`config.mk`:
```
export PLATFORM = sky130hd
export DESIGN_NAME = mg_vcycle_seq
export DESIGN_NICKNAME = d
export VERILOG_FILES = /design/src/rtl/mg_vcyc_pkg.sv /design/src/rtl/mg_level_ctr.sv /design/src/rtl/mg_relax_ctr.sv /design/src/rtl/mg_vcycle_seq.sv
export SDC_FILE = /design/constraint.sdc
export NUM_CORES = 1
export LEC_CHECK = 0
export ABC_AREA = 1
export ABC_CLOCK_PERIOD_IN_PS = 2000
export CORE_MARGIN = 5
export CORE_UTILIZATION = 30
export CTS_BUF_LIST = sky130_fd_sc_hd__clkbuf_4 sky130_fd_sc_hd__clkbuf_8 sky130_fd_sc_hd__clkbuf_16
export DETAILED_ROUTE_END_ITERATION = 10
export HOLD_SLACK_MARGIN = 0.1
export PLACE_DENSITY_LB_ADDON = 0.08
export SYNTH_ARGS = -nofsm -noshare
export SYNTH_HDL_FRONTEND = slang
export SYNTH_SLANG_ARGS = --single-unit
```
`constraint.sdc`:
```
create_clock -name clk -period 2 [get_ports clk]
set_input_delay 0.4 -clock clk [delete_from_list [all_inputs] [get_ports clk]]
set_output_delay 0.4 -clock clk [all_outputs]
set_load 0.005 [all_outputs]
```
`src/rtl/mg_vcyc_pkg.sv`:
```
package mg_vcyc_pkg;

  typedef enum logic [2:0] {
    OP_RELAX    = 3'd0,
    OP_RESID    = 3'd1,
    OP_RESTRICT = 3'd2,
    OP_ZERO     = 3'd3,
    OP_DIRECT   = 3'd4,
    OP_INTERP   = 3'd5
  } mg_op_e;

  typedef enum logic [1:0] {
    ST_IDLE  = 2'd0,
    ST_ISSUE = 2'd1,
    ST_WAIT  = 2'd2,
    ST_DONE  = 2'd3
  } seq_st_e;

endpackage

```
`src/rtl/mg_level_ctr.sv`:
```
module mg_level_ctr #(
  parameter int LEVELS = 3,
  localparam int LVL_W = (LEVELS > 1) ? $clog2(LEVELS) : 1
) (
  input  logic             clk,
  input  logic             rst_n,
  input  logic             clr_i,
  input  logic             down_i,
  input  logic             up_i,
  output logic [LVL_W-1:0] lvl_o,
  output logic             coarsest_o,
  output logic             finest_o
);
  localparam logic [LVL_W-1:0] LVL_MAX = LVL_W'(LEVELS - 1);

  logic [LVL_W-1:0] lvl_q, lvl_d;
  logic             lvl_en;

  always_comb begin
    lvl_en = clr_i | down_i | up_i;
    lvl_d  = lvl_q;
    if (clr_i)       lvl_d = '0;
    else if (down_i) lvl_d = lvl_q + 1'b1;
    else if (up_i)   lvl_d = lvl_q - 1'b1;
  end

  always_ff @(posedge clk or negedge rst_n) begin
    if (!rst_n)      lvl_q <= '0;
    else if (lvl_en) lvl_q <= lvl_d;
  end

  assign lvl_o      = lvl_q;
  assign coarsest_o = (lvl_q == LVL_MAX);
  assign finest_o   = (lvl_q == '0);

  // level never leaves the hierarchy
  assert_level_range_R4: assert property (@(posedge clk) disable iff (!rst_n)
    lvl_q <= LVL_MAX);
  assert_no_step_past_coarsest_R4: assert property (@(posedge clk) disable iff (!rst_n)
    (down_i && !clr_i) |-> (lvl_q != LVL_MAX));
  assert_no_step_past_finest_R5: assert property (@(posedge clk) disable iff (!rst_n)
    (up_i && !clr_i && !down_i) |-> (lvl_q != '0));
endmodule

```
`src/rtl/mg_relax_ctr.sv`:
```
module mg_relax_ctr #(
  parameter int RELAX_ITERS = 2,
  localparam int IT_W = (RELAX_ITERS > 1) ? $clog2(RELAX_ITERS) : 1
) (
  input  logic clk,
  input  logic rst_n,
  input  logic clr_i,
  input  logic inc_i,
  output logic last_o
);
  localparam logic [IT_W-1:0] IT_MAX = IT_W'(RELAX_ITERS - 1);

  logic [IT_W-1:0] it_q, it_d;
  logic            it_en;

  always_comb begin
    it_en = clr_i | inc_i;
    it_d  = clr_i ? '0 : it_q + 1'b1;
  end

  always_ff @(posedge clk or negedge rst_n) begin
    if (!rst_n)     it_q <= '0;
    else if (it_en) it_q <= it_d;
  end

  assign last_o = (it_q == IT_MAX);

  // smoothing count stays within the programmed repeat count
  assert_iter_range_R6: assert property (@(posedge clk) disable iff (!rst_n)
    it_q <= IT_MAX);
  assert_no_inc_after_last_R6: assert property (@(posedge clk) disable iff (!rst_n)
    (inc_i && !clr_i) |-> !last_o);
endmodule

```
`src/rtl/mg_vcycle_seq.sv`:
```
module mg_vcycle_seq
  import mg_vcyc_pkg::*;
#(
  parameter int LEVELS      = 3,
  parameter int RELAX_ITERS = 2,
  localparam int LVL_W = (LEVELS > 1) ? $clog2(LEVELS) : 1
) (
  input  logic             clk,
  input  logic             rst_n,
  input  logic             start_i,
  input  logic             cmd_done_i,
  output logic             cmd_valid_o,
  output logic [2:0]       cmd_op_o,
  output logic [LVL_W-1:0] cmd_lvl_o,
  output logic             busy_o,
  output logic             done_o
);
  localparam bit SINGLE = (LEVELS == 1);
  localparam logic [LVL_W-1:0] LVL_MAX = LVL_W'(LEVELS - 1);

  seq_st_e st_q, st_d;
  mg_op_e  op_q, op_d;
  logic    up_q, up_d;
  logic    step_en;
  logic    lvl_clr, lvl_dn, lvl_up, it_clr, it_inc;
  logic    lvl_coarsest, lvl_finest, it_last;
  logic [LVL_W-1:0] lvl;

  mg_level_ctr #(.LEVELS(LEVELS)) u_level (
    .clk(clk), .rst_n(rst_n), .clr_i(lvl_clr), .down_i(lvl_dn), .up_i(lvl_up),
    .lvl_o(lvl), .coarsest_o(lvl_coarsest), .finest_o(lvl_finest)
  );

  mg_relax_ctr #(.RELAX_ITERS(RELAX_ITERS)) u_relax (
    .clk(clk), .rst_n(rst_n), .clr_i(it_clr), .inc_i(it_inc), .last_o(it_last)
  );

  // next-state and step selection
  always_comb begin
    st_d    = st_q;
    op_d    = op_q;
    up_d    = up_q;
    step_en = 1'b0;
    lvl_clr = 1'b0;
    lvl_dn  = 1'b0;
    lvl_up  = 1'b0;
    it_clr  = 1'b0;
    it_inc  = 1'b0;
    unique case (st_q)
      ST_IDLE: begin
        if (start_i) begin
          st_d    = ST_ISSUE;
          step_en = 1'b1;
          op_d    = SINGLE ? OP_DIRECT : OP_RELAX;
          up_d    = 1'b0;
          lvl_clr = 1'b1;
          it_clr  = 1'b1;
        end
      end
      ST_ISSUE: st_d = ST_WAIT;
      ST_WAIT: begin
        if (cmd_done_i) begin
          st_d    = ST_ISSUE;
          step_en = 1'b1;
          unique case (op_q)
            OP_RELAX: begin
              if (!it_last) begin
                it_inc = 1'b1;
              end else if (!up_q) begin
                op_d = OP_RESID;
              end else if (lvl_finest) begin
                st_d = ST_DONE;
              end else begin
                op_d   = OP_INTERP;
                lvl_up = 1'b1;
              end
            end
            OP_RESID:    op_d = OP_RESTRICT;
            OP_RESTRICT: begin
              op_d   = OP_ZERO;
              lvl_dn = 1'b1;
            end
            OP_ZERO: begin
              op_d   = lvl_coarsest ? OP_DIRECT : OP_RELAX;
              it_clr = 1'b1;
            end
            OP_DIRECT: begin
              if (lvl_finest) begin
                st_d = ST_DONE;
              end else begin
                op_d   = OP_INTERP;
                up_d   = 1'b1;
                lvl_up = 1'b1;
              end
            end
            OP_INTERP: begin
              op_d   = OP_RELAX;
              it_clr = 1'b1;
            end
            default: st_d = ST_DONE;
          endcase
        end
      end
      ST_DONE: st_d = ST_IDLE;
      default: st_d = ST_IDLE;
    endcase
  end

  always_ff @(posedge clk or negedge rst_n) begin
    if (!rst_n) st_q <= ST_IDLE;
    else        st_q <= st_d;
  end

  always_ff @(posedge clk or negedge rst_n) begin
    if (!rst_n) begin
      op_q <= OP_RELAX;
      up_q <= 1'b0;
    end else if (step_en) begin
      op_q <= op_d;
      up_q <= up_d;
    end
  end

  assign cmd_valid_o = (st_q == ST_ISSUE);
  assign cmd_op_o    = op_q;
  assign cmd_lvl_o   = lvl;
  assign busy_o      = (st_q != ST_IDLE);
  assign done_o      = (st_q == ST_DONE);

  // command strobe lasts one cycle
  assert_strobe_single_R2: assert property (@(posedge clk) disable iff (!rst_n)
    cmd_valid_o |=> !cmd_valid_o);
  // each strobe follows an accepted start or completion
  assert_strobe_has_cause_R11: assert property (@(posedge clk) disable iff (!rst_n)
    $rose(cmd_valid_o) |-> ($past(start_i) || $past(cmd_done_i)));
  // zero always targets a coarser level
  assert_zero_below_finest_R3: assert property (@(posedge clk) disable iff (!rst_n)
    (cmd_valid_o && cmd_op_o == 3'd3) |-> (cmd_lvl_o != '0));
  // direct solve only on the coarsest level
  assert_direct_on_coarsest_R4: assert property (@(posedge clk) disable iff (!rst_n)
    (cmd_valid_o && cmd_op_o == 3'd4) |-> (cmd_lvl_o == LVL_MAX));
  // opcode stays within the defined set
  assert_opcode_legal_R7: assert property (@(posedge clk) disable iff (!rst_n)
    cmd_valid_o |-> (cmd_op_o <= 3'd5));
  // start while waiting leaves the command untouched
  assert_start_ignored_R8: assert property (@(posedge clk) disable iff (!rst_n)
    (busy_o && !cmd_valid_o && !done_o && start_i && !cmd_done_i)
      |=> ($stable(cmd_op_o) && $stable(cmd_lvl_o) && !cmd_valid_o));
  // done strobe is single and followed by idle
  assert_done_then_idle_R9: assert property (@(posedge clk) disable iff (!rst_n)
    done_o |=> (!done_o && !busy_o));
endmodule

```
# --- Yosys cells after proc, flatten, opt, wreduce, memory -nomap -nowiden ---
# Index checks and enable logic that the tools add are counted.
classes:
  n_addsub: 3
  n_eq_ne: 15
  n_mux: 44
  bitwise: 3
  n_reduce_logical: 12
op_table:
  columns: ["operator", "count"]
  rows:
  - ["2-to-1 mux 1 bit", 22]
  - ["2-to-1 mux 3 bit", 6]
  - ["case mux 3 bit (6 select lines)", 1]
  - ["2-to-1 mux 2 bit", 8]
  - ["AND reduction 6 bit", 2]
  - ["!= test 2 bit, second input constant", 4]
  - ["case mux 1 bit (2 select lines)", 4]
  - ["case mux 2 bit (4 select lines)", 1]
  - ["!= test 7 x 2 -> 1 bit, second input constant", 1]
  - ["equality test 2 bit, second input constant", 3]
  - ["equality test 3 x 2 -> 1 bit, second input constant", 2]
  - ["equality test 3 bit, second input constant", 2]
  - ["case mux 2 bit (3 select lines)", 1]
  - ["case mux 3 bit (2 select lines)", 1]
  - ["logical NOT 2 bit", 2]
  - ["AND reduction 2 bit", 2]
  - ["nonzero test 2 bit", 2]
  - ["OR reduction 4 bit", 1]
  - ["equality test 3 x 1 -> 1 bit, second input constant", 1]
  - ["logical NOT 3 bit", 1]
  - ["!= test 3 x 2 -> 1 bit, second input constant", 1]
  - ["OR 1 bit", 3]
  - ["nonzero test 3 bit", 1]
  - ["adder 2 x 1 -> 2 bit, second input constant", 1]
  - ["other kinds (4)", 4]
word_totals:
  register_bits: 9
  inputBits: 4
  out_inout_bits: 8
  wordCells: 82

# --- Logic depth before layout (Yosys ltp) ---
# Gate-level depths: netlist (run 1).
depth:
  ltp_word: 10
  ltp_mapped: 10
  ltp_nobuf: 9

# --- Cells and area by module ---
# A second synthesis (run 1) with hierarchy kept.
hier_totals:
  hier_cells: 109
  hier_area_um2: 699.4
by_module_without_submodules:
  columns: ["module", "n_inst", "cells_each", "area_each_um2", "seq_area_each_um2"]
  rows:
  - ["mg_vcycle_seq", 1, 81, 516.7, 150.1]
  - ["mg_level_ctr", 1, 22, 138.9, 50.0]
  - ["mg_relax_ctr", 1, 6, 43.8, 25.0]

# --- Least setup slack after synthesis (run 1) ---
# OpenSTA, ideal clock, no wires.
synth_path:
  path_kind: "register -> register"
  from: "reg op_q[1] (netlist: cmd_op_o[1])"
  to: "reg u_level.lvl_q[1] (netlist: u_level.lvl_o[1])"
  setup_ns: 0.116
  t_arrival_ns: 1.077
  required_ns: 1.884
  setup_slack_ns: 0.806
  path_stages_with_launch: 10
  n_path_buf: 1
  synth_period_minus_slack_ns: 1.194
  cell_sequence: "dfrtp_1 > buf_6 > nor2_2 > nand2_1 > nor2_2 > nor2_2 > nand2_1 > nand2_1 > nand2_1 > nand2_1"
synth_via:
  elab_chain_len: 7
  word_cells_on_any_way: 15
  cone_classes: "2 x eq/ne; 8 x mux; 2 x bitwise; 3 x reduce/logical"
synth_rtl:
  columns: ["item", "line_no", "rtl"]
  rows:
  - ["start: declaration", "mg_vcycle_seq.sv:22", "mg_op_e op_q, op_d;"]
  - ["start signal: assignment", "mg_vcycle_seq.sv:119", "op_q <= op_d;"]
  - ["equality test 3 x 2 -> 1 bit", "mg_vcycle_seq.sv:65", "unique case (op_q)"]
  - ["2-to-1 mux 1 bit", "mg_vcycle_seq.sv:65", null]
  - ["2-to-1 mux 1 bit", "mg_vcycle_seq.sv:62", "if (cmd_done_i) begin"]
  - ["2-to-1 mux 1 bit", "mg_vcycle_seq.sv:49", "unique case (st_q)"]
  - ["OR 1 bit (2 in series)", "mg_level_ctr.sv:20", "lvl_en = clr_i | down_i | up_i;"]
  - ["AND reduction 2 bit (no source line)", null, null]
  - ["end signal: assignment", "mg_level_ctr.sv:29", "else if (lvl_en) lvl_q <= lvl_d;"]
  - ["end: declaration", "mg_level_ctr.sv:16", "logic [LVL_W-1:0] lvl_q, lvl_d;"]
# Parallel ways exist; a longest one is shown, timed or not.
# A chain may end at the register's enable or synchronous reset.

# --- Worst setup path in the final report (run 1) ---
layout_path:
  from: "reg op_q[2] (netlist: cmd_op_o[2])"
  to: "out cmd_op_o[2]"
layout_lines:
  columns: ["item", "line_no", "rtl"]
  rows:
  - ["end: declaration", "mg_vcycle_seq.sv:13", "output logic [2:0] cmd_op_o,"]
# No word-level cell between the ends.

==> results of run 1 <==
-- power groups by stage --
stage	registers, uW	logic (uW)	clock network, uW
6_report	322	681	153
5_1_grt	335	776	176
4_1_cts	323	694	163
3_5_place_dp	327	690	0
3_3_place_gp	326	700	0
2_1_floorplan	309	483	0
-- cell families after synthesis --
family,Yosys count
AO/OA/AOI/OAI,8
buffers and inverters,18
flip-flops,9
AND/OR/NAND/NOR,70
-- state kept, by name (all words and copies together), names as in the netlist --
| register | cells |
|---|---|
| cmd_op_o | 3 |
| st_q | 2 |
| u_level.lvl_o | 2 |
| u_relax.last_o | 1 |
| up_q | 1 |
-- synth_stat cells --
cell type | count | share of area [%]
dfrtp_1 | 9 | 34
nand2_1 | 33 | 18
nand3_1 | 9 | 6.7
nand4_1 | 1 | 0.93
nand2_4 | 1 | 1.7
nor2_2 | 5 | 4.7
nand2_2 | 2 | 1.9
a21oi_1 | 4 | 3.0
inv_1 | 13 | 7.3
nor3_1 | 2 | 1.5
nand3_4 | 1 | 2.6
o21ai_0 | 1 | 0.74
nor2_1 | 15 | 8.4
buf_6 | 2 | 3.4
o21ai_1 | 2 | 1.5
o211ai_1 | 1 | 1.1
inv_2 | 3 | 1.7
nand3b_1 | 1 | 1.1
-- through the flow --
stage	hold WS, ns	utilization, %	instances	power [uW]
after global routing	0.4822	38.35	147	1287
final	0.4499	38.35	147	1156
after detailed placement	0.5534	36.97	143	1016
after CTS	0.4695	38.35	147	1180
after floorplan	0.1044	-	105	791.8
after global placement	0.5603	36.97	143	1026
-- layer usage --
| metal | GRT usage, % | vias up | part of all wire (%) |
|---|---|---|---|
| li1 | - | 354 | - |
| met1 | 12.57 | 272 | 48 |
| met2 | 17.13 | 10 | 47 |
| met3 | 4.751 | 2 | 4.1 |
| met4 | 1.987 | 0 | 0.98 |
| met5 | 0 | - | 0 |
-- cell usage in the layout, fill, tap and decap left out --
cell type / synthesis / layout
dfrtp_1: 9 / 9
buf_4: 0 / 1
nand3_4: 1 / 1
nor2_1: 15 / 15
nand2_1: 33 / 33
a21oi_1: 4 / 4
nor3_1: 2 / 2
o211ai_1: 1 / 1
nand4_1: 1 / 1
nor2_2: 5 / 5
inv_2: 3 / 3
clkbuf_4: 0 / 4
inv_1: 13 / 13
o21ai_0: 1 / 1
nand2_2: 2 / 2
o21ai_1: 2 / 2
nand3b_1: 1 / 1
clkdlybuf4s50_1: 0 / 11
nand2_4: 1 / 1
nand3_1: 9 / 9
-- area by class of cell --
type / count / area (sq um) / area share (%)
Timing Repair Buffer: 12 / 117.6 / 14.14
Tap cell: 28 / 35.03 / 4.211
Multi-Input combinational cell: 78 / 364.1 / 43.76
Clock buffer: 4 / 30.03 / 3.609
Inverter: 16 / 60.06 / 7.218
Sequential cell: 9 / 225.2 / 27.07
-- path summary, 6_finish.rpt --
path / slack (ns) / endpoint
setup / recovery: 0.24 / cmd_op_o[2]
hold / removal: 0.45 / st_q[1]
hold reg to reg: 0.57 / u_level.lvl_o[1]
max in group asynchronous: 1.25 / cmd_op_o[1]
min in group clk: 0.57 / u_level.lvl_o[1]
setup reg to reg: 0.70 / u_level.lvl_o[1]
==> impl_results.md, run 1 <==
* Status: finished clean
* Syn Std Cell Area at 671.9 sq um
* CTS Buf Count at 3
* FF+latch count, synth at 9
* Fill cells at 260
* Clk pwr share at 13.2%
* Compound-gate portion of the synthesized area at 6.331%
* Vias in the first global route at 594
* Setup violations, final at 0
* Clock latency at the later pin of the worst-skew pair at 0.26 ns
* Net switching power figure at 527.1 uW
* Seq pwr share at 27.8%
* Post-synthesis adder-cell area fraction at 0%
* FF-to-FF Start: cmd_op_o[2]
* Die height at 57.33 microns
* Clock Skew at 0.0003841 ns
* Placement Setup Slack at 0.3590 ns
* Placed cell area at 802.0 sq um
* Worst relative slew slack at 70.51%
* Max Fanout on Critical Path at 9
* Max stage delay cell, worst path: clkdlybuf4s50_1
* Syn nets at 109
* Final Instance Area at 832.0 sq um
* Initial core utilization at 30.97%
* CP Buf/Inv Count at 1
* Total leakage power at 0.0004167 uW
* Diodes inserted at 0
* YS warnings at 0
* Worst ir drop on vdd at 0.6251 mV
* CTS tree: done
* Fin. Hold Viols at 0
* Cell Pwr Density at 1389 nW/um^2
* Register-to-Register Path Depth at 8
* Max incr delay on CP at 0.57 ns
* Crit. path cell count at 1
* Xor/xnor share of the synthesized area at 0%
* GRT Resource Usage Total at 10.41%
* Post-Syn Instances at 105
* Worst EP arrival at 1.36 ns
* Die area at 3286 sq um
* H-Tree Depth at 1
* Routed vias/inst at 4.340
* CP endpoint kind: output port
* Die W at 57.33 microns
* Final Max Slew Viols at 0
* Vias at 638
* Clock Root Buffer: clkbuf_4
* Internal power at 629.0 uW
* Worst-path clk slew at 0.06 ns
* I/O pins at 12
* Max Cap Violations at 0
* Setup Crit Path Kind: register to output port
* Period utilization at 87.77%
* Mean Syn Cell Area at 6.399 sq um
* DRT antenna net count at 0
* Tmin final at 1.755 ns
* Pre-antenna DRT Iters at 4
* Global route overflow at 0
* Required @ worst endpoint at 1.60 ns
* Post-synthesis sequential area ratio at 33.52%
* Hold-fix buffers, CTS at 0
* Area grow syn2layout at 23.84%
* Total Neg Setup Slack at 0 ns
* Pin count of the biggest net entering global routing at 10
* Layout cells sized above 1 at 14.29%
* IO Port Bufs at 11
* Initial DRC count at 3
* RSZ-0062 raised after global routing: no
* Sw frac at 45.59%
* First-pass GRT wire length at 2.628 mm
* Postcts setup bufs at 0
* Highest Clock Rate at 569.7 MHz
* Worst hold path class: input pin to asynchronous set/reset pin
* Post-cts sizing count at 0
* Cell row count at 17
* Final setup margin at 0.2447 ns
* Simple-gate portion of the synthesized area at 47.86%
* Worst Setup SP: cmd_op_o[2]
* DRC errors left at 0
* Max clock buf depth at 2
* Core ar. at 2170 sq um
* Cell Chain, Critical Path: clkdlybuf4s50_1
* CP Launch Type: register
* Yosys cell types at 18
* Tightest Pin Transition at 0.4410 ns
* Final wirelength at 1.536 mm
* Hpwl dp at 1.276 mm
* Initial antenna violation count at 0
* # nets final at 124
* Combinational Power Share at 59.0%
* Routability cong. at 0.8027
* Largest family of logic cells by synthesized area: simple AND/OR/NAND/NOR gates
* Wire per inst at 10.45 microns
* Cell family with most CP delay: buffers and inverters
* Clock Sinks at 9
* Post-synthesis mux area share at 0%
Note: power is estimated with default switching activity, not from simulation.
==> run 2, diff against run 1 <==
CORE_AREA = 5 5 42 44   (was unset)
CORE_MARGIN = unset   (was 5)
CORE_UTILIZATION = unset   (was 30)
DIE_AREA = 0 0 47 49   (was unset)
GPL_TIMING_DRIVEN = 0   (was unset)
==> run 2 against run 1 <==
Effect of this change: critical path depth is 1 higher; largest cell class unchanged; hold slack lost 0.013 ns; sequential power decreased by 1%; clock-buffer cell count stayed put; maximum frequency is 0.78% higher; largest power group unchanged; combinational power increased by 4.1%; clock power up 6%.
==> impl_results.md, run 2 (synthesized netlist as in run 1, its figures left out) <==
* Status: finished clean
* Pwr Total at 1189 uW
* Wire per inst at 10.97 microns
* IO Port Bufs at 11
* CP endpoint kind: output port
* Area grow syn2layout at 23.84%
* Setup violations, final at 0
* Worst ir drop on vdd at 0.6008 mV
* Routability cong. at 0.8587
* Routed vias/inst at 5.096
* Core ar. at 1401 sq um
* Post-cts sizing count at 0
* Vias at 693
* Final Max Slew Viols at 0
* First-pass GRT wire length at 2.594 mm
* Worst EP arrival at 1.34 ns
* Max incr delay on CP at 0.51 ns
* Tightest Pin Transition at 0.4332 ns
* Fill cells at 142
* Cell Chain, Critical Path: nor2_1 -> clkdlybuf4s50_1
* Diodes inserted at 0
* Max clock buf depth at 2
* Reg2Reg Setup Slack at 0.70 ns
* Max stage delay cell, worst path: clkdlybuf4s50_1
* Die height at 49 microns
* Required @ worst endpoint at 1.60 ns
* # nets final at 125
* CTS tree: done
* Postcts setup bufs at 0
* Clock Sinks at 9
* Max Cap Violations at 0
* DRC errors left at 0
* Fin. Hold Viols at 0
* H-Tree Depth at 1
* Tmin final at 1.742 ns
* Period utilization at 87.09%
* Most frequent cells in the layout: 33 x nand2_1, 15 x nor2_1, 13 x inv_1
* Cell row count at 14
* Reg with most FFs: cmd_op_o
* Cell family with most CP delay: buffers and inverters
* Vias in the first global route at 615
* Clock Skew at 0.002408 ns
* Global route overflow at 0
* Placement Setup Slack at 0.3528 ns
* Worst hold path class: input pin to asynchronous set/reset pin
* CP Buf/Inv Count at 1
* Initial core utilization at 47.95%
* I/O pins at 12
* Initial DRC count at 22
* Clock Root Buffer: clkbuf_4
* GRT Resource Usage Total at 15.22%
* FF-to-FF Start: cmd_op_o[2]
* RSZ-0062 raised after global routing: no
* Die area at 2303 sq um
* Total leakage power at 0.0004236 uW
* Clock latency at the later pin of the worst-skew pair at 0.27 ns
* Setup Crit Path Kind: register to output port
* CTS Buf Count at 3
* Worst Setup SP: st_q[1]
* Initial antenna violation count at 0
* Most common cell after layout, fill and taps aside: nand2_1
* Flip-flop count of the largest register after layout at 3
* Die W at 47 microns
* Max Fanout on Critical Path at 5
* Highest Clock Rate at 574.1 MHz
* DRT antenna net count at 0
* Total Neg Setup Slack at 0 ns
* Cell Pwr Density at 1429 nW/um^2
* CP Launch Type: register
* Pre-antenna DRT Iters at 4
* Worst-path clk slew at 0.07 ns
* Final setup margin at 0.2582 ns
* Layout cells sized above 1 at 15.00%
* Hold-fix buffers, CTS at 0
* Pin count of the biggest net entering global routing at 10
* Final wirelength at 1.492 mm
* Worst relative slew slack at 71.03%
* Hpwl dp at 1.132 mm
-- run 2: cell types whose count changed in the layout (fill, tap and decap cells not counted) --
cell,delta
buf_6,+2
buf_4,-1
-- run 2: where the power goes --
group | total (uW) | internal, uW | leakage, uW | switching, uW
logic | 709 | 306 | 0.000287 | 404
registers | 318 | 245 | 0.000118 | 72.5
clock network | 162 | 90.8 | 0.0000184 | 71.1
total | 1190 | 642 | 0.000424 | 547
-- run 2: area by class of cell --
class	count	area, sq um	share of cell area, %
multi-input combinational	78	364.1	43.76
tap	16	20.02	2.406
timing repair buffer	11	110.1	13.23
buffer	2	22.52	2.707
clock buffer	4	30.03	3.609
sequential	9	225.2	27.07
inverter	16	60.06	7.218
-- run 2: metrics by stage --
stage,area (sq um),utilization (%),hold slack (ns),std cells
floorplan,671.9,-,0.1044,105
global placement,802.0,57.23,0.5407,132
detailed placement,802.0,57.23,0.5453,132
CTS,832.0,59.38,0.4504,136
global route,832.0,59.38,0.4602,136
finish,832.0,59.38,0.4367,136
-- run 2: final timing paths --
| kind | end | cells past startpoint |
|---|---|---|
| worst max-delay path | cmd_valid_o | 2 |
| worst min-delay path | cmd_op_o[0] | 1 |
| worst max register to register | u_level.lvl_o[1] | 8 |
| worst min register to register | u_level.lvl_o[1] | 2 |
| max in group asynchronous | u_level.lvl_o[0] | 1 |
| min in group clk | u_level.lvl_o[1] | 2 |
-- run 2: metal layers --
metal	GRT usage, %	wire length [microns]	up-vias
met3	3.321	106	5
met1	20.98	666	307
li1	-	-	356
met5	0	0	-
met4	6.912	26	0
met2	21.95	692	25
-- run 2: worst reg2reg max path, delay by kind of cell (launching register included) --
kind / cells / cell delay (ns)
AOI/OAI and AO/OA: 1 / 0.19
buffers and inverters: 2 / 0.19
and+or+nand+nor: 5 / 0.47
DFF: 1 / 0.39
